### src/rtl/phy_seq_pkg.sv
package phy_seq_pkg;

  typedef enum logic [2:0] {
    ST_IDLE,
    ST_LOCK,
    ST_WR_RATE,
    ST_WR_REF,
    ST_UNGATE,
    ST_RELOCK
  } seq_state_e;

  typedef enum logic [2:0] {
    ERR_NONE      = 3'd0,
    ERR_LOCK_TO   = 3'd1,
    ERR_UNGATE_TO = 3'd2,
    ERR_RELOCK_TO = 3'd3,
    ERR_UNPAIRED  = 3'd4
  } err_code_e;

  // strobes from control to datapath
  typedef struct packed {
    logic cntInc;
    logic cntDec;
    logic rstRelease;
    logic rstAssert;
    logic idleAllClr;
    logic idleOneSet;
    logic pollClr;
    logic pollStep;
  } dp_ctrl_s;

  localparam logic [5:0] REG_CLK_CTL = 6'h10;
  localparam logic [5:0] REG_REF_CTL = 6'h12;
  localparam int LOCK_BIT   = 1;
  localparam int GATE_BIT   = 2;
  localparam int RATE_BIT   = 3;
  localparam int REF_EN_BIT = 3;

endpackage

### src/rtl/phy_seq_dp.sv
module phy_seq_dp
  import phy_seq_pkg::*;
#(
  parameter int N_LANES   = 4,
  parameter int CNT_W     = 4,
  parameter int MAX_POLLS = 100,
  parameter int POLL_GAP  = 4,
  localparam int LANE_W   = $clog2(N_LANES),
  localparam int POLL_W   = $clog2(MAX_POLLS + 1),
  localparam int GAP_W    = $clog2(POLL_GAP + 1)
) (
  input  logic               clk,
  input  logic               rstN,
  input  dp_ctrl_s           ctl,
  input  logic [LANE_W-1:0]  reqLane,
  output logic               cntZero,
  output logic               cntOne,
  output logic               gapDone,
  output logic               pollLast,
  output logic               phyRst,
  output logic [N_LANES-1:0] laneIdle
);

  logic [CNT_W-1:0]   useCnt;
  logic [POLL_W-1:0]  pollCnt;
  logic [GAP_W-1:0]   gapCnt;
  logic [N_LANES-1:0] laneIdleNext;

  assign cntZero  = (useCnt == '0);
  assign cntOne   = (useCnt == CNT_W'(1));
  assign gapDone  = (gapCnt == GAP_W'(POLL_GAP - 1));
  assign pollLast = (pollCnt == POLL_W'(MAX_POLLS - 1));

  always_ff @(posedge clk or negedge rstN) begin
    if (!rstN)            useCnt <= '0;
    else if (ctl.cntInc)  useCnt <= useCnt + CNT_W'(1);
    else if (ctl.cntDec)  useCnt <= useCnt - CNT_W'(1);
  end

  always_ff @(posedge clk or negedge rstN) begin
    if (!rstN) begin
      gapCnt  <= '0;
      pollCnt <= '0;
    end else if (ctl.pollClr) begin
      gapCnt  <= '0;
      pollCnt <= '0;
    end else if (ctl.pollStep) begin
      if (gapDone) begin
        gapCnt  <= '0;
        pollCnt <= pollCnt + POLL_W'(1);
      end else begin
        gapCnt  <= gapCnt + GAP_W'(1);
      end
    end
  end

  always_ff @(posedge clk or negedge rstN) begin
    if (!rstN)                phyRst <= 1'b1;
    else if (ctl.rstRelease)  phyRst <= 1'b0;
    else if (ctl.rstAssert)   phyRst <= 1'b1;
  end

  always_comb begin
    laneIdleNext = laneIdle;
    for (int i = 0; i < N_LANES; i++) begin
      if (ctl.idleAllClr)                                 laneIdleNext[i] = 1'b0;
      else if (ctl.idleOneSet && (reqLane == LANE_W'(i))) laneIdleNext[i] = 1'b1;
    end
  end

  always_ff @(posedge clk or negedge rstN) begin
    if (!rstN) laneIdle <= '1;
    else       laneIdle <= laneIdleNext;
  end

  // starting a walk releases reset and wakes every lane
  a_r2_release: assert property (@(posedge clk) disable iff (!rstN)
    ctl.rstRelease |=> (!phyRst && laneIdle == '0))
    else $error("a_r2_release");

  // shared reset only returns when the last user leaves
  a_r8_reset_last: assert property (@(posedge clk) disable iff (!rstN)
    $rose(phyRst) |-> cntZero)
    else $error("a_r8_reset_last");

endmodule

### src/rtl/phy_seq_ctrl.sv
module phy_seq_ctrl
  import phy_seq_pkg::*;
(
  input  logic       clk,
  input  logic       rstN,
  input  logic       reqValid,
  input  logic       reqEnable,
  input  logic [3:0] cfgRdData,
  input  logic       cntZero,
  input  logic       cntOne,
  input  logic       gapDone,
  input  logic       pollLast,
  output dp_ctrl_s   ctl,
  output logic       busy,
  output logic       done,
  output logic [2:0] errCode,
  output logic [5:0] cfgAddr,
  output logic [3:0] cfgWrData,
  output logic       cfgWrStb
);

  seq_state_e state, stateNext;
  logic       doneSet;
  err_code_e  errNext;

  assign busy = (state != ST_IDLE);

  always_comb begin
    ctl       = '0;
    stateNext = state;
    doneSet   = 1'b0;
    errNext   = ERR_NONE;
    cfgAddr   = '0;
    cfgWrData = '0;
    cfgWrStb  = 1'b0;
    unique case (state)
      ST_IDLE: begin
        ctl.pollClr = 1'b1;
        if (reqValid) begin
          if (reqEnable) begin
            ctl.cntInc = 1'b1;
            if (cntZero) begin
              ctl.rstRelease = 1'b1;
              ctl.idleAllClr = 1'b1;
              stateNext      = ST_LOCK;
            end else begin
              doneSet = 1'b1;
            end
          end else if (cntZero) begin
            doneSet = 1'b1;
            errNext = ERR_UNPAIRED;
          end else begin
            ctl.cntDec     = 1'b1;
            ctl.idleOneSet = 1'b1;
            ctl.rstAssert  = cntOne;
            doneSet        = 1'b1;
          end
        end
      end
      ST_LOCK: begin
        cfgAddr      = REG_CLK_CTL;
        ctl.pollStep = 1'b1;
        if (gapDone) begin
          if (cfgRdData[LOCK_BIT]) begin
            ctl.pollClr = 1'b1;
            stateNext   = ST_WR_RATE;
          end else if (pollLast) begin
            doneSet   = 1'b1;
            errNext   = ERR_LOCK_TO;
            stateNext = ST_IDLE;
          end
        end
      end
      ST_WR_RATE: begin
        cfgAddr             = REG_CLK_CTL;
        cfgWrData[RATE_BIT] = 1'b1;
        cfgWrStb            = 1'b1;
        ctl.pollClr         = 1'b1;
        stateNext           = ST_WR_REF;
      end
      ST_WR_REF: begin
        cfgAddr               = REG_REF_CTL;
        cfgWrData[REF_EN_BIT] = 1'b1;
        cfgWrStb              = 1'b1;
        ctl.pollClr           = 1'b1;
        stateNext             = ST_UNGATE;
      end
      ST_UNGATE: begin
        cfgAddr      = REG_REF_CTL;
        ctl.pollStep = 1'b1;
        if (gapDone) begin
          if (!cfgRdData[GATE_BIT]) begin
            ctl.pollClr = 1'b1;
            stateNext   = ST_RELOCK;
          end else if (pollLast) begin
            doneSet   = 1'b1;
            errNext   = ERR_UNGATE_TO;
            stateNext = ST_IDLE;
          end
        end
      end
      ST_RELOCK: begin
        cfgAddr      = REG_CLK_CTL;
        ctl.pollStep = 1'b1;
        if (gapDone) begin
          if (cfgRdData[LOCK_BIT]) begin
            doneSet   = 1'b1;
            stateNext = ST_IDLE;
          end else if (pollLast) begin
            doneSet   = 1'b1;
            errNext   = ERR_RELOCK_TO;
            stateNext = ST_IDLE;
          end
        end
      end
      default: stateNext = ST_IDLE;
    endcase
  end

  always_ff @(posedge clk or negedge rstN) begin
    if (!rstN) begin
      state   <= ST_IDLE;
      done    <= 1'b0;
      errCode <= '0;
    end else begin
      state <= stateNext;
      done  <= doneSet;
      if (doneSet) errCode <= errNext;
    end
  end

  // the rate write is always followed by the reference write
  a_r5_write_order: assert property (@(posedge clk) disable iff (!rstN)
    (cfgWrStb && cfgAddr == REG_CLK_CTL) |=> (cfgWrStb && cfgAddr == REG_REF_CTL))
    else $error("a_r5_write_order");

  // an unpaired disable reports fault code 4
  a_r9_unpaired: assert property (@(posedge clk) disable iff (!rstN)
    (reqValid && !reqEnable && !busy && cntZero) |=> (done && errCode == 3'(ERR_UNPAIRED)))
    else $error("a_r9_unpaired");

  // the result code moves only with a completion
  a_r12_err_hold: assert property (@(posedge clk) disable iff (!rstN)
    !done |-> $stable(errCode))
    else $error("a_r12_err_hold");

endmodule

### src/rtl/phy_pwr_seq.sv
module phy_pwr_seq
  import phy_seq_pkg::*;
#(
  parameter int N_LANES   = 4,
  parameter int CNT_W     = 4,
  parameter int MAX_POLLS = 100,
  parameter int POLL_GAP  = 4,
  localparam int LANE_W   = $clog2(N_LANES)
) (
  input  logic               clk,
  input  logic               rstN,
  input  logic               reqValid,
  input  logic               reqEnable,
  input  logic [LANE_W-1:0]  reqLane,
  input  logic [3:0]         cfgRdData,
  output logic               phyRst,
  output logic [N_LANES-1:0] laneIdle,
  output logic [5:0]         cfgAddr,
  output logic [3:0]         cfgWrData,
  output logic               cfgWrStb,
  output logic               busy,
  output logic               done,
  output logic [2:0]         errCode
);

  dp_ctrl_s ctl;
  logic     cntZero, cntOne, gapDone, pollLast;

  phy_seq_ctrl ctrl_i (
    .clk       (clk),
    .rstN      (rstN),
    .reqValid  (reqValid),
    .reqEnable (reqEnable),
    .cfgRdData (cfgRdData),
    .cntZero   (cntZero),
    .cntOne    (cntOne),
    .gapDone   (gapDone),
    .pollLast  (pollLast),
    .ctl       (ctl),
    .busy      (busy),
    .done      (done),
    .errCode   (errCode),
    .cfgAddr   (cfgAddr),
    .cfgWrData (cfgWrData),
    .cfgWrStb  (cfgWrStb)
  );

  phy_seq_dp #(
    .N_LANES   (N_LANES),
    .CNT_W     (CNT_W),
    .MAX_POLLS (MAX_POLLS),
    .POLL_GAP  (POLL_GAP)
  ) dp_i (
    .clk      (clk),
    .rstN     (rstN),
    .ctl      (ctl),
    .reqLane  (reqLane),
    .cntZero  (cntZero),
    .cntOne   (cntOne),
    .gapDone  (gapDone),
    .pollLast (pollLast),
    .phyRst   (phyRst),
    .laneIdle (laneIdle)
  );

  // lane controls are frozen while a walk is running
  a_r10_busy_freeze: assert property (@(posedge clk) disable iff (!rstN)
    busy |=> $stable(laneIdle))
    else $error("a_r10_busy_freeze");

endmodule

### config.mk
export PLATFORM = sky130hd
export DESIGN_NAME = phy_pwr_seq
export DESIGN_NICKNAME = d
export VERILOG_FILES = /design/src/rtl/phy_seq_pkg.sv /design/src/rtl/phy_seq_dp.sv /design/src/rtl/phy_seq_ctrl.sv /design/src/rtl/phy_pwr_seq.sv
export SDC_FILE = /design/constraint.sdc
export NUM_CORES = 1
export LEC_CHECK = 0
export ABC_AREA = 1
export BUFFER_PORTS_ARGS = -buffer_cell sky130_fd_sc_hd__buf_2
export CAP_MARGIN = 20
export CORE_MARGIN = 1
export CORE_UTILIZATION = 49
export CTS_CLUSTER_SIZE = 10
export DETAILED_ROUTE_END_ITERATION = 12
export HOLD_SLACK_MARGIN = 0.02
export PLACE_DENSITY = 0.75
export SETUP_SLACK_MARGIN = 0.1
export SLEW_MARGIN = 10
export SYNTH_ARGS = -nofsm -noshare
export SYNTH_HDL_FRONTEND = slang
export SYNTH_SLANG_ARGS = --single-unit
### constraint.sdc
create_clock -name clk -period 1.56 [get_ports clk]
set_clock_uncertainty 0.05 [all_clocks]
set_input_delay 0.156 -clock clk [delete_from_list [all_inputs] [get_ports clk]]
set_output_delay 0.156 -clock clk [all_outputs]
set_load 0.03 [all_outputs]
# [Yosys cells after proc, flatten, opt, wreduce, memory -nomap -nowiden]
# Cells that the tools add are included.
[classes] n_eq_ne=17 n_bitwise=0 addsub=4 shifts=0 n_reduce_logical=23 n_div=0 order_cmp=0 n_mux=69 n_mul=0
[ops] op="$mux W3" n=20
[ops] op="$mux W1" n=34
[ops] op="$mux W7" n=3
[ops] op="$pmux W3 S6" n=1
[ops] op="$reduce_bool A2 Y1" n=8
[ops] op="$mux W6" n=2
[ops] op="$pmux W3 S4" n=1
[ops] op="$pmux W5 S2" n=1
[ops] op="$eq A3 B2 Y1 const B" n=3
[ops] op="$reduce_or A3 Y1" n=3
[ops] op="$mux W4" n=2
[ops] op="$add A7 B1 Y7 const B" n=1
[ops] op="$eq A7 B7 Y1 const B" n=1
[ops] op="$eq A3 B3 Y1 const B" n=2
[ops] op="$mux W2" n=3
[ops] op="$ne A2 B1 Y1 const B" n=3
[ops] op="$ne A2 B2 Y1 const B" n=3
[ops] op="$reduce_and A6 Y1" n=1
[ops] op="$add A4 B1 Y4 const B" n=1
[ops] op="$eq A2 B2 Y1 const B" n=2
[ops] op="$eq A4 B1 Y1 const B" n=1
[ops] op="$logic_and A1 B1 Y1" n=4
[ops] op="$logic_not A4 Y1" n=1
[ops] op="$pmux W1 S4" n=1
[ops] op="other kinds (10)" n=11
[totals] register_bits=26 mem_bits_ro=0 wordCells=124 ramBits=0 latch_bits=0 n_memories=0 output_inout_bits=21 in_bits=10

# [Longest topological paths before layout]
[depth] word_depth=8 depth_mapped=11 depth_no_buf=11

# [Hierarchy]
# Synthesis repeated with hierarchy kept, for this count alone.
[hier_totals] hier_cells=214 area_unflattened_um2=1637.8
[by_module_without_submodules] mod="phy_seq_dp" area_per_inst_um2=989.7 seq_area_each_um2=481.7 instances=1 cells_each=115
[by_module_without_submodules] mod="phy_seq_ctrl" area_per_inst_um2=648.1 seq_area_each_um2=175.2 instances=1 cells_each=99

# [Least setup slack after synthesis]
# No wires, ideal clock.
[synth_timing] kind="register to register" startpoint="reg dp_i.useCnt[0]" endpoint="reg ctrl_i.state[0]" stages_incl_launch_ff=10 required_ns=1.394 path_buffers=0 setup_slack_ns=-0.044 setup_ns=0.116 t_arrival_ns=1.437 synth_period_minus_slack_ns=1.604 cell_sequence="dfrtp_1 > inv_1 > ha_1 > inv_1 > nor3_4 > nand3_2 > a21oi_2 > inv_2 > nand2_1 > nand2_1"
[synth_between] elab_chain_len=3
[synth_rtl] item="start: declaration" line_no="phy_seq_dp.sv:24" rtl="logic [CNT_W-1:0] useCnt;"
[synth_rtl] item="start signal: assignment" line_no="phy_seq_dp.sv:36" rtl="else if (ctl.cntInc) useCnt <= useCnt + CNT_W'(1);"
[synth_rtl] item="start signal: assignment" line_no="phy_seq_dp.sv:37" rtl="else if (ctl.cntDec) useCnt <= useCnt - CNT_W'(1);"
[synth_rtl] item="$logic_not A4 Y1" line_no="phy_seq_dp.sv:29" rtl="assign cntZero = (useCnt == '0);"
[synth_rtl] item="$ne A2 B2 Y1 (no line)"
[synth_rtl] item="$reduce_and A6 Y1 (no line)"
[synth_rtl] item="end signal: assignment" line_no="phy_seq_ctrl.sv:126" rtl="state <= stateNext;"
[synth_rtl] item="end: declaration" line_no="phy_seq_ctrl.sv:22" rtl="seq_state_e state, stateNext;"
# Every way passes these cells.
# A chain may end at the register's enable or synchronous reset.

# [Worst setup path after layout]
[layout_timing] startpoint="reg ctrl_i.state[0]" endpoint="out cfgAddr[4]"
[layout_between] elab_chain_len=3 word_cells_on_any_way=8 cone_classes="5 x eq/ne; 1 x mux; 2 x reduce/logical"
[layout_rtl] item="$eq A3 B1 Y1 (tied with other cells)" line_no="phy_seq_ctrl.sv:36" rtl="unique case (state)"
[layout_rtl] item="$reduce_or A3 Y1 (no line) / $reduce_or A2 Y1 (equally long branches)"
[layout_rtl] item="$pmux W5 S2 (*)" line_no="phy_seq_ctrl.sv:36"
[layout_rtl] item="end: declaration" line_no="phy_pwr_seq.sv:18" rtl="output logic [5:0] cfgAddr,"
# Mark *: on every way between the ends. The rest lies on a longest branch, timed or not.

==> results.cfg <==
[detailed_routing]
first_pass_iters = 4
drt-met1-wl_um = 1653
drc_errors = 0
drt_iter0_drc = 88
highest_layer = met4
met2_length_um = 1947
drt_wl_total_um = 3733
route.vias.total = 1524
vias_per_cell = 4.838
wire_per_inst_um = 11.85
wl_met3_um = 78
antenna_left = 0

[floorplanning]
die_w_um = 59.31
num_io_pins = 31
initial_core_util = 0.5228
core_um2 = 3078
die_height_um = 59.31
dieArea_um2 = 3517
rows = 20

[logic_synthesis]
synth_top_area_frac = 0.3266
syn_area_um2 = 1609
synth_top_cell_by_area = dfrtp_1
synth_top_family_by_area = simple AND/OR/NAND/NOR gates
ys.flop_type = dfrtp_1
ys_types = 25
synth_xor_xnor_area_share = 0.03266
ys_async_sr_fraction = 1.000
synth_edf_count = 0
synth.area.mux_share = 0
synth_cells = 215
yosysSeqAreaShare = 0.4082
synthTopCellsByArea = dfrtp_1, nand2_1, dfstp_2
ys.warnings.count = 0
yosys_register_bits = 26
avgSynthCellArea_um2 = 7.484
synth_adder_area_share = 0.03888
synth_compound_area_frac = 0.1065
yosys.area_share.simple = 0.2830

[timing]
fmax_mhz = 664.1
period_share = 0.9652
worst_slew_pin_slew_ns = 0.5917
rsz0062_at_grt = true
slew_violations = 0
setup_violations = 0
relSlewSlack = 0.6055
tns_ns = 0
fin_ws_ns = 0.05424
hold_violations = 0
layout_min_cycle_time_ns = 1.506

[clocking]
tritoncts = built
clock_sinks = 26
root_buffer = clkbuf_4
clk_pin_slew_worst_paths_ns = 0.15
cts_buffers = 3
htreeDepth = 1
clockBufferDepth = 2
clk_latency_ns = 0.33

[grt]
grt_pass1_vias = 1331
grt.overflow.total = 0
grt_pass1_wl_um = 5699
grt_use_total = 0.2162
antenna_found_initial = 0
grt_max_degree = 27

[setup_path]
cp.arrival_ns = 1.30
path_class = register to output port
path_max_fanout = 4
worstSetupEndpointType = output port
r2r_cells = 7
worstPathRequired_ns = 1.35
r2r_end = dp_i.laneIdle[2]$_DFFE_PN1P_
start_kind = register
r2r_start = ctrl_i.state[0]$_DFFE_PN0P_
r2r_slack_ns = 0.09

[flow_run]
cap_viol_max_count = 0

[worst_hold_path]
hold_start = reqValid
min_to = dp_i.phyRst$_DFFE_PN1P_
hold_path.class = input port to register
hold_depth = 3

[placed_design]
place_hpwl_um = 2382
gp_congestion = 0.8127
post-place-ws_ns = 0.02053
port-buffer-count = 21

[final_layout]
synthToLayoutAreaGrowth_pct = 40.12
nets = 287
diodes = 0
fin_util = 0.7325
fillCellCount = 261
drive_gt1_frac = 0.4354

[power]
max-vdd-ir-drop_mv = 1.291
p_leak_nw = 1.118
p_per_area_nw_per_um2 = 1889

[run_status]
status = complete, no violations
==> Yosys cell counts (4+ instances only) <==
cell type,n
nand2_1,47
inv_1,32
nor2_1,22
dfrtp_1,21
nand3_1,19
o21ai_0,19
buf_4,8
inv_2,7
a21oi_1,6
dfstp_2,5
ha_1,5
nor3_1,5
xor2_1,4
==> metal layers <==
| layer | GRT usage | up-vias |
|---|---|---|
| met5 | 0 | - |
| li1 | - | 775 |
| met3 | 0.02620 | 8 |
| met1 | 0.2734 | 720 |
| met4 | 0.07143 | 0 |
| met2 | 0.3804 | 21 |
==> flip-flops by register name, summed over array words and instances (netlist names) <==
register and cells:
dp_i.laneIdle 4, ctrl_i.errCode 3, dp_i.gapCnt 3, ctrl_i.done 1, ctrl_i.state 3, dp_i.pollCnt 7
dp_i.useCnt 4, dp_i.phyRst 1
==> layout make-up <==
cell class | instances | area [µm²] | area share
multi-input combinational | 148 | 927.1 | 0.4112
sequential | 26 | 658.1 | 0.2919
timing repair buffer | 54 | 400.4 | 0.1776
inverter | 39 | 161.4 | 0.07159
tap | 44 | 55.05 | 0.02442
clock inverter | 1 | 30.03 | 0.01332
clock buffer | 3 | 22.52 | 0.009989
==> per-stage QoR <==
step	hold WS, ns	total power, mW	instance area, µm²	instances
floorplan	-0.1896	2.435	1642	221
global placement	0.1460	2.939	1839	291
detailed placement	0.1448	2.977	1839	291
CTS	0.03688	3.707	2023	307
global route	0.08343	4.576	2255	315
finish	0.03898	4.258	2255	315
==> layout by cell type (no fill, tap or decap), drive strengths merged <==
cell type / netlist / routed
nor3: 7 / 7
nand2: 48 / 48
dfstp: 5 / 5
clkbuf: 0 / 3
bufinv: 0 / 1
buf: 8 / 51
a31oi: 1 / 1
o21ai: 19 / 19
xnor2: 2 / 2
xor2: 4 / 4
nor2: 24 / 24
inv: 39 / 39
nand3: 21 / 21
a21oi: 8 / 8
o211ai: 1 / 1
ha: 5 / 5
dlygate4sd3: 0 / 3
o31ai: 1 / 1
dfrtp: 21 / 21
conb: 1 / 7
==> critical path: stages, from the launching register on <==
cell and delay (ns):
dfrtp_1 0.43, inv_2 0.14, nand3_4 0.13, inv_4 0.10
a21oi_2 0.04, buf_6 0.13
==> cells by family after synthesis <==
| family | after synthesis |
|---|---|
| AO/OA/AOI/OAI | 30 |
| flip-flops | 26 |
| XOR/XNOR | 6 |
| other | 1 |
| AND/OR/NAND/NOR | 100 |
| buffers and inverters | 47 |
| adder cells (fa/ha/maj) | 5 |
==> what timing repair did <==
action	4_1_cts	5_1_grt
cloned	0	0
pin swaps	1	11
gates resized for setup	13	64
setup buffers	9	8
endpoints found under the setup margin	16	29
hold buffers	3	0
hold endpoints to repair	25	0
==> worst max path at each step <==
stage	start	to	depth (start not counted)
finish	ctrl_i.state[0]$_DFFE_PN0P_	cfgAddr[4]	5
CTS	ctrl_i.state[0]$_DFFE_PN0P_	cfgAddr[4]	5
detailed placement	ctrl_i.state[2]$_DFFE_PN0P_	dp_i.laneIdle[2]$_DFFE_PN1P_	7
global placement	dp_i.pollCnt[1]$_DFFE_PN0P_	ctrl_i.errCode[2]$_DFFE_PN0P_	8
floorplan	dp_i.useCnt[0]$_DFFE_PN0P_	ctrl_i.state[0]$_DFFE_PN0P_	9
global route	ctrl_i.state[0]$_DFFE_PN0P_	dp_i.laneIdle[3]$_DFFE_PN1P_	7
==> power by group <==
part	internal (mW)	switching, mW	total [mW]	leakage, nW
clock network	0.260	0.215	0.475	0.0279
logic	1.13	1.58	2.71	0.761
registers	0.917	0.154	1.07	0.330
total	2.31	1.95	4.26	1.12
(Power assumes the default switching activity.)
